[config.mk]
export PLATFORM = sky130hd
export DESIGN_NAME = wdt_keyed
export DESIGN_NICKNAME = d
export VERILOG_FILES = /design/src/rtl/wdt_pkg.sv /design/src/rtl/wdt_bus_regs.sv /design/src/rtl/wdt_tick_gen.sv /design/src/rtl/wdt_countdown.sv /design/src/rtl/wdt_keyed.sv
export SDC_FILE = /design/constraint.sdc
export NUM_CORES = 1
export LEC_CHECK = 0
export BUFFER_PORTS_ARGS = -buffer_cell sky130_fd_sc_hd__buf_2
export CORE_MARGIN = 1.5
export CORE_UTILIZATION = 60
export DETAILED_ROUTE_END_ITERATION = 8
export PLACE_DENSITY = 0.91
export REMOVE_ABC_BUFFERS = 1
export SLEW_MARGIN = 20
export SYNTH_ARGS = -nofsm -noshare
export SYNTH_HDL_FRONTEND = slang
export SYNTH_SLANG_ARGS = --single-unit
[constraint.sdc]
create_clock -name clk_i -period 7.1 [get_ports clk_i]
set_input_delay 0.71 -clock clk_i [delete_from_list [all_inputs] [get_ports clk_i]]
set_output_delay 0.71 -clock clk_i [all_outputs]
set_load 0.02 [all_outputs]
[src/rtl/wdt_pkg.sv]
package wdt_pkg;
  localparam int unsigned DATA_W = 32;

  localparam logic [7:0] OFF_COUNT   = 8'h00;
  localparam logic [7:0] OFF_RELOAD  = 8'h04;
  localparam logic [7:0] OFF_RESTART = 8'h08;
  localparam logic [7:0] OFF_CTRL    = 8'h0C;
  localparam logic [7:0] OFF_PWIDTH  = 8'h18;

  localparam logic [15:0] RESTART_KEY = 16'h4755;

  localparam int unsigned CTRL_W     = 6;
  localparam int unsigned CB_EN      = 0;
  localparam int unsigned CB_SYSRST  = 1;
  localparam int unsigned CB_IRQ     = 2;
  localparam int unsigned CB_EXTRST  = 3;
  localparam int unsigned CB_SLOW    = 4;
  localparam int unsigned CB_FULL    = 5;
endpackage

[src/rtl/wdt_bus_regs.sv]
module wdt_bus_regs
  import wdt_pkg::*;
#(
  parameter int unsigned ADDR_W     = 8,
  parameter int unsigned CNT_W      = 32,
  parameter int unsigned PW_BITS    = 8,
  parameter logic [31:0] RELOAD_RST = 32'h03EF1480,
  parameter logic [31:0] PW_RST     = 32'h000000FF
) (
  input  logic              clk_i,
  input  logic              rst_ni,
  input  logic              req_i,
  input  logic              we_i,
  input  logic [ADDR_W-1:0] addr_i,
  input  logic [DATA_W-1:0] wdata_i,
  input  logic [CNT_W-1:0]  count_i,
  output logic [DATA_W-1:0] rdata_o,
  output logic [CTRL_W-1:0] ctrl_o,
  output logic [CNT_W-1:0]  reload_o,
  output logic              load_o,
  output logic              go_o,
  output logic              halt_o
);
  logic              aligned, wr, rd;
  logic              sel_cnt, sel_rld, sel_rst, sel_ctl, sel_pw;
  logic              key_hit, ctl_wr, en_on, en_off;
  logic [CTRL_W-1:0] ctrl_q;
  logic [CNT_W-1:0]  reload_q;
  logic [PW_BITS-1:0] pw_q;
  logic [DATA_W-1:0] rdata_d, rdata_q;

  assign aligned = (addr_i[1:0] == 2'b00);
  assign wr      = req_i & we_i & aligned;
  assign rd      = req_i & ~we_i & aligned;

  assign sel_cnt = (addr_i == ADDR_W'(OFF_COUNT));
  assign sel_rld = (addr_i == ADDR_W'(OFF_RELOAD));
  assign sel_rst = (addr_i == ADDR_W'(OFF_RESTART));
  assign sel_ctl = (addr_i == ADDR_W'(OFF_CTRL));
  assign sel_pw  = (addr_i == ADDR_W'(OFF_PWIDTH));

  assign key_hit = wr & sel_rst & (wdata_i[15:0] == RESTART_KEY);
  assign ctl_wr  = wr & sel_ctl;
  // only enable transitions are accepted
  assign en_on   = ctl_wr &  wdata_i[CB_EN] & ~ctrl_q[CB_EN];
  assign en_off  = ctl_wr & ~wdata_i[CB_EN] &  ctrl_q[CB_EN];

  assign load_o  = key_hit | en_on;
  assign go_o    = en_on | (key_hit & ctrl_q[CB_EN]);
  assign halt_o  = en_off;

  always_ff @(posedge clk_i or negedge rst_ni) begin
    if (!rst_ni) begin
      ctrl_q   <= '0;
      reload_q <= CNT_W'(RELOAD_RST);
      pw_q     <= PW_BITS'(PW_RST);
    end else begin
      if (en_on || en_off) ctrl_q <= wdata_i[CTRL_W-1:0];
      if (wr && sel_rld)   reload_q <= wdata_i[CNT_W-1:0];
      if (wr && sel_pw)    pw_q <= wdata_i[PW_BITS-1:0];
    end
  end

  always_comb begin
    rdata_d = '0;
    if (rd) begin
      unique case (1'b1)
        sel_cnt: rdata_d = DATA_W'(count_i);
        sel_rld: rdata_d = DATA_W'(reload_q);
        sel_ctl: rdata_d = DATA_W'(ctrl_q);
        sel_pw:  rdata_d = DATA_W'(pw_q);
        default: rdata_d = '0;
      endcase
    end
  end

  always_ff @(posedge clk_i or negedge rst_ni) begin
    if (!rst_ni) rdata_q <= '0;
    else         rdata_q <= rdata_d;
  end

  assign rdata_o  = rdata_q;
  assign ctrl_o   = ctrl_q;
  assign reload_o = reload_q;


  ctrl_toggle_only_chk: assert property (@(posedge clk_i) disable iff (!rst_ni)
    !$stable(ctrl_q) |-> (ctrl_q[CB_EN] != $past(ctrl_q[CB_EN])));
endmodule

[src/rtl/wdt_tick_gen.sv]
module wdt_tick_gen #(
  parameter int unsigned CLK_MHZ = 24
) (
  input  logic clk_i,
  input  logic rst_ni,
  input  logic clr_i,
  input  logic slow_i,
  output logic tick_o
);
  generate
    if (CLK_MHZ <= 1) begin : g_nodiv
      assign tick_o = 1'b1;
    end else begin : g_div
      localparam int unsigned PRE_W = $clog2(CLK_MHZ);
      localparam logic [PRE_W-1:0] PRE_MAX = PRE_W'(CLK_MHZ - 1);
      logic [PRE_W-1:0] pre_q;
      logic             wrap;

      assign wrap   = (pre_q == PRE_MAX);
      assign tick_o = slow_i ? wrap : 1'b1;

      always_ff @(posedge clk_i or negedge rst_ni) begin
        if (!rst_ni)     pre_q <= '0;
        else if (clr_i)  pre_q <= '0;
        else if (wrap)   pre_q <= '0;
        else             pre_q <= pre_q + 1'b1;
      end


      prescale_gap_chk: assert property (@(posedge clk_i) disable iff (!rst_ni)
        (tick_o && slow_i && !clr_i) |=> (!tick_o || !slow_i));
    end
  endgenerate
endmodule

[src/rtl/wdt_countdown.sv]
module wdt_countdown #(
  parameter int unsigned CNT_W    = 32,
  parameter logic [31:0] CNT_RST  = 32'h03EF1480
) (
  input  logic             clk_i,
  input  logic             rst_ni,
  input  logic             load_i,
  input  logic             go_i,
  input  logic             halt_i,
  input  logic [CNT_W-1:0] load_val_i,
  input  logic             tick_i,
  output logic [CNT_W-1:0] count_o,
  output logic             fire_o
);
  logic [CNT_W-1:0] count_q;
  logic             running_q, fire_q, last;

  assign last = (count_q <= CNT_W'(1));

  always_ff @(posedge clk_i or negedge rst_ni) begin
    if (!rst_ni) begin
      count_q   <= CNT_W'(CNT_RST);
      running_q <= 1'b0;
      fire_q    <= 1'b0;
    end else begin
      fire_q <= 1'b0;
      if (halt_i) begin
        running_q <= 1'b0;
      end else if (load_i) begin
        count_q   <= load_val_i;
        running_q <= go_i;
      end else if (running_q && tick_i) begin
        if (last) begin
          count_q   <= '0;
          running_q <= 1'b0;
          fire_q    <= 1'b1;
        end else begin
          count_q <= count_q - 1'b1;
        end
      end
    end
  end

  assign count_o = count_q;
  assign fire_o  = fire_q;


  fire_single_chk: assert property (@(posedge clk_i) disable iff (!rst_ni)
    fire_q |=> !fire_q);

  frozen_when_idle_chk: assert property (@(posedge clk_i) disable iff (!rst_ni)
    (!running_q && !load_i) |=> $stable(count_q));

  no_rise_chk: assert property (@(posedge clk_i) disable iff (!rst_ni)
    !load_i |=> (count_q <= $past(count_q)));
endmodule

[src/rtl/wdt_keyed.sv]
module wdt_keyed
  import wdt_pkg::*;
#(
  parameter int unsigned ADDR_W     = 8,
  parameter int unsigned CNT_W      = 32,
  parameter int unsigned CLK_MHZ    = 24,
  parameter int unsigned PW_BITS    = 8,
  parameter logic [31:0] RELOAD_RST = 32'h03EF1480
) (
  input  logic              clk_i,
  input  logic              rst_ni,
  input  logic              req_i,
  input  logic              we_i,
  input  logic [ADDR_W-1:0] addr_i,
  input  logic [31:0]       wdata_i,
  output logic [31:0]       rdata_o,
  output logic              expire_o,
  output logic              sys_rst_req_o,
  output logic              irq_o,
  output logic              ext_rst_o,
  output logic              full_chip_o
);
  logic [CTRL_W-1:0] ctrl;
  logic [CNT_W-1:0]  reload, count;
  logic              load, go, halt, tick, fire;

  wdt_bus_regs #(
    .ADDR_W(ADDR_W), .CNT_W(CNT_W), .PW_BITS(PW_BITS),
    .RELOAD_RST(RELOAD_RST), .PW_RST(32'h000000FF)
  ) u_regs (
    .clk_i(clk_i), .rst_ni(rst_ni), .req_i(req_i), .we_i(we_i),
    .addr_i(addr_i), .wdata_i(wdata_i), .count_i(count),
    .rdata_o(rdata_o), .ctrl_o(ctrl), .reload_o(reload),
    .load_o(load), .go_o(go), .halt_o(halt)
  );

  wdt_tick_gen #(.CLK_MHZ(CLK_MHZ)) u_tick (
    .clk_i(clk_i), .rst_ni(rst_ni), .clr_i(load),
    .slow_i(ctrl[CB_SLOW]), .tick_o(tick)
  );

  wdt_countdown #(.CNT_W(CNT_W), .CNT_RST(RELOAD_RST)) u_cnt (
    .clk_i(clk_i), .rst_ni(rst_ni), .load_i(load), .go_i(go),
    .halt_i(halt), .load_val_i(reload), .tick_i(tick),
    .count_o(count), .fire_o(fire)
  );

  assign expire_o      = fire;
  assign sys_rst_req_o = fire & ctrl[CB_SYSRST];
  assign irq_o         = fire & ctrl[CB_IRQ];
  assign ext_rst_o     = fire & ctrl[CB_EXTRST];
  assign full_chip_o   = ctrl[CB_FULL];


  gated_out_chk: assert property (@(posedge clk_i) disable iff (!rst_ni)
    (sys_rst_req_o || irq_o || ext_rst_o) |-> expire_o);
endmodule

==> flow_summary.json <==
{
  "swShare_pct": 27.45,
  "synth_area_leader_cell": "dfrtp_1",
  "ys_seq_area_share_pct": 52.93,
  "initialDrtViolationCount": 423,
  "ys_types": 48,
  "numCtsBuffers": 17,
  "synth_edf_count": 0,
  "dieArea_um2": 9933,
  "grt_max_degree": 64,
  "detail_route.first_pass.iterations": 7,
  "layout_common_cells": "85 x dfrtp_1, 79 x buf_2, 60 x nor2_1",
  "cp_num_buf_inv": 0,
  "drc_errors": 0,
  "layout_min_cycle_time_ps": 3362,
  "end_kind": "register",
  "synth_top_area_share_pct": 37.94,
  "ys_top_cells_by_area": "dfrtp_1 38%, dfstp_2 15%, mux2_2 9.2%, a22oi_1 5.5%, nor2_1 4.0%",
  "wirelength_um": 14580,
  "power.density_nw_per_um2": 255.9,
  "clock_sinks": 117,
  "required_ps": 7510,
  "clock_path_buffers": 2,
  "area_growth_pct": 18.66,
  "path_cells": "or4_4, or4_1, nor4b_2, or3_1, o21ai_0, a22o_1",
  "post_cts_buffers": 0,
  "clock_latency_ps": 530,
  "via_per_inst": 6.744,
  "placement.setup.worst_slack_ps": 3222,
  "antenna_found_initial": 0,
  "overflow": 0,
  "fmaxAchievable_mhz": 297.4,
  "grt_setup_unrepaired": "false",
  "fin_crit_sh_pct": 47.35,
  "dieWidth_um": 99.67,
  "clkTransAtPathRegs_ps": 60,
  "fin_ws_ps": 3738,
  "setup_viol": 0,
  "hold_viol": 0,
  "ys.flop_type": "dfrtp_1",
  "h-tree-depth": 4,
  "wire_per_inst_um": 20.39,
  "power_leakage_nw": 2.846,
  "ys_ff_latch": 117,
  "syn-mean-instance-area_um2": 10.74,
  "tns_ps": 0,
  "cts-root-buf": "clkbuf_8",
  "core_area_um2": 9153,
  "nFillCells": 652,
  "io_pins": 81,
  "yosys_warnings": 0,
  "num_vias": 4822,
  "layout-drive-gt1-share_pct": 34.44,
  "relSlewSlack_pct": 31.55,
  "ctsResizeCount": 0,
  "worstSetupPathType": "reg -> reg",
  "cp.arrival_ps": 3770,
  "cts_tree": "built",
  "status": "complete, no violations",
  "hpwl_um": 9158,
  "p_comb_share_pct": 8.7,
  "grt_pass1_vias": 4895,
  "multi_input_area_um2": 2477,
  "diodes": 0,
  "p_switching_mw": 0.4673,
  "async_flop_share_pct": 100.0,
  "syn_inst": 522,
  "initial_core_util_pct": 61.26,
  "cp_top_family": "simple AND/OR/NAND/NOR gates",
  "critical-path-slowest-cell": "or3_1",
  "die_h_um": 99.67,
  "p_clk_share_pct": 48.4,
  "worstMarginPinSlew_ps": 1021,
  "rr_startpoint": "u_cnt.count_o[8]",
  "finClkSkew_ps": 9.242,
  "gp_congestion": 0.8509,
  "final_nets": 638,
  "grt_usage_pct": 31.49,
  "min_path_type": "in -> async",
  "p_int_mw": 1.235,
  "critPathLaunch": "u_cnt.count_o[8]",
  "critPathMaxFanout": 25,
  "maxSlewViolCount": 0,
  "cpPeakStageDelay_ps": 700,
  "postCtsHoldBufs": 0,
  "grt_first_pass_wirelength_um": 24230,
  "rows": 35,
  "hold_ws_ps": 269.5,
  "regArea_um2": 2968,
  "vdd_drop_max_v": 0.0001780,
  "critPathLaunchType": "register",
  "port_buffers": 80,
  "maxCapViolations": 0,
  "antenna_left": 0,
  "final_common_cell": "dfrtp_1",
  "syn-cell-area_um2": 5607,
  "seqPwrFrac_pct": 42.9
}
## metrics by stage
stage / utilization (%) / cells / cell area (um^2) / power [mW]
after global placement: 66.43 / 683 / 6080 / 0.8656
after detailed placement: 66.43 / 683 / 6080 / 0.8806
after CTS: 72.63 / 715 / 6648 / 1.705
after floorplan: - / 485 / 5456 / 0.8199
after global routing: 72.69 / 715 / 6653 / 1.757
final: 72.69 / 715 / 6653 / 1.703
## final timing paths
kind,to,slack (ps),cells past startpoint
setup / recovery,u_cnt.count_o[30],3740,6
hold / removal,u_regs.rdata_o[7],270,1
setup reg to reg,u_cnt.count_o[30],3740,6
hold reg to reg,u_tick.g_div.pre_q[0],470,1
max in group asynchronous,u_cnt.count_o[15],5630,2
min in group clk_i,u_regs.reload_o[24],420,2
## registers in the layout, summed over array words and instances, names as in the netlist
| register | count |
|---|---|
| u_cnt.fire_o | 1 |
| u_regs.pw_q | 8 |
| u_regs.ctrl_o | 6 |
| u_tick.g_div.pre_q | 5 |
| u_regs.reload_o | 32 |
| u_cnt.running_q | 1 |
| u_cnt.count_o | 32 |
| u_regs.rdata_o | 32 |
## kinds of logic after synthesis
logic type	share of synthesized area, %
AO/OA/AOI/OAI	18.34
XOR/XNOR	0.4687
adder cells (fa/ha/maj)	0.6696
buffers and inverters	3.481
flip-flops	52.93
multiplexers	9.239
AND/OR/NAND/NOR	14.86
## layout make-up
class	count	area share, %
sequential	117	44.61
tap	111	2.088
multi-input combinational	356	37.24
inverter	12	0.6771
clock buffer	17	6.225
timing repair buffer	87	6.846
clock inverter	15	2.313
## power by group through the flow
stage | Clock, mW | Combinational (mW) | Sequential, mW
2_1_floorplan | 0 | 0.0907 | 0.729
3_3_place_gp | 0 | 0.131 | 0.735
3_5_place_dp | 0 | 0.142 | 0.739
4_1_cts | 0.831 | 0.146 | 0.728
5_1_grt | 0.860 | 0.164 | 0.733
6_report | 0.824 | 0.148 | 0.731
## Yosys cell counts, types with 2 or more instances
| cell type | n |
|---|---|
| nor3b_1 | 2 |
| xnor2_1 | 3 |
| buf_1 | 4 |
| o31ai_1 | 3 |
| nor4bb_1 | 2 |
| o2bb2ai_1 | 22 |
| o21ai_1 | 6 |
| a21oi_1 | 16 |
| o31a_1 | 2 |
| and3_1 | 4 |
| o21ai_0 | 20 |
| or4_1 | 5 |
| nand4_1 | 2 |
| or2_2 | 3 |
| a32oi_1 | 11 |
| inv_1 | 12 |
| a22oi_1 | 41 |
| nor2b_1 | 2 |
| or3_1 | 6 |
| and4b_1 | 2 |
| buf_2 | 9 |
| nand2_1 | 22 |
| nor2_1 | 60 |
| dfrtp_1 | 85 |
| nand4b_1 | 4 |
| a222oi_1 | 8 |
| o22ai_1 | 7 |
| clkbuf_1 | 24 |
| mux2_2 | 46 |
| dfstp_2 | 32 |
| nor4b_1 | 3 |
| nor3_1 | 20 |
| and2_1 | 8 |
| ha_1 | 3 |
| nand3_1 | 4 |
| nor4_1 | 7 |
## layer usage
metal	track usage, %	up-vias	part of all wire (%)
met4	13.98	0	2.6
met5	0	-	0
met3	6.887	50	7.1
li1	-	2103	-
met1	39.78	2406	39
met2	52.22	263	51
Power figures use the tool's default switching activity.
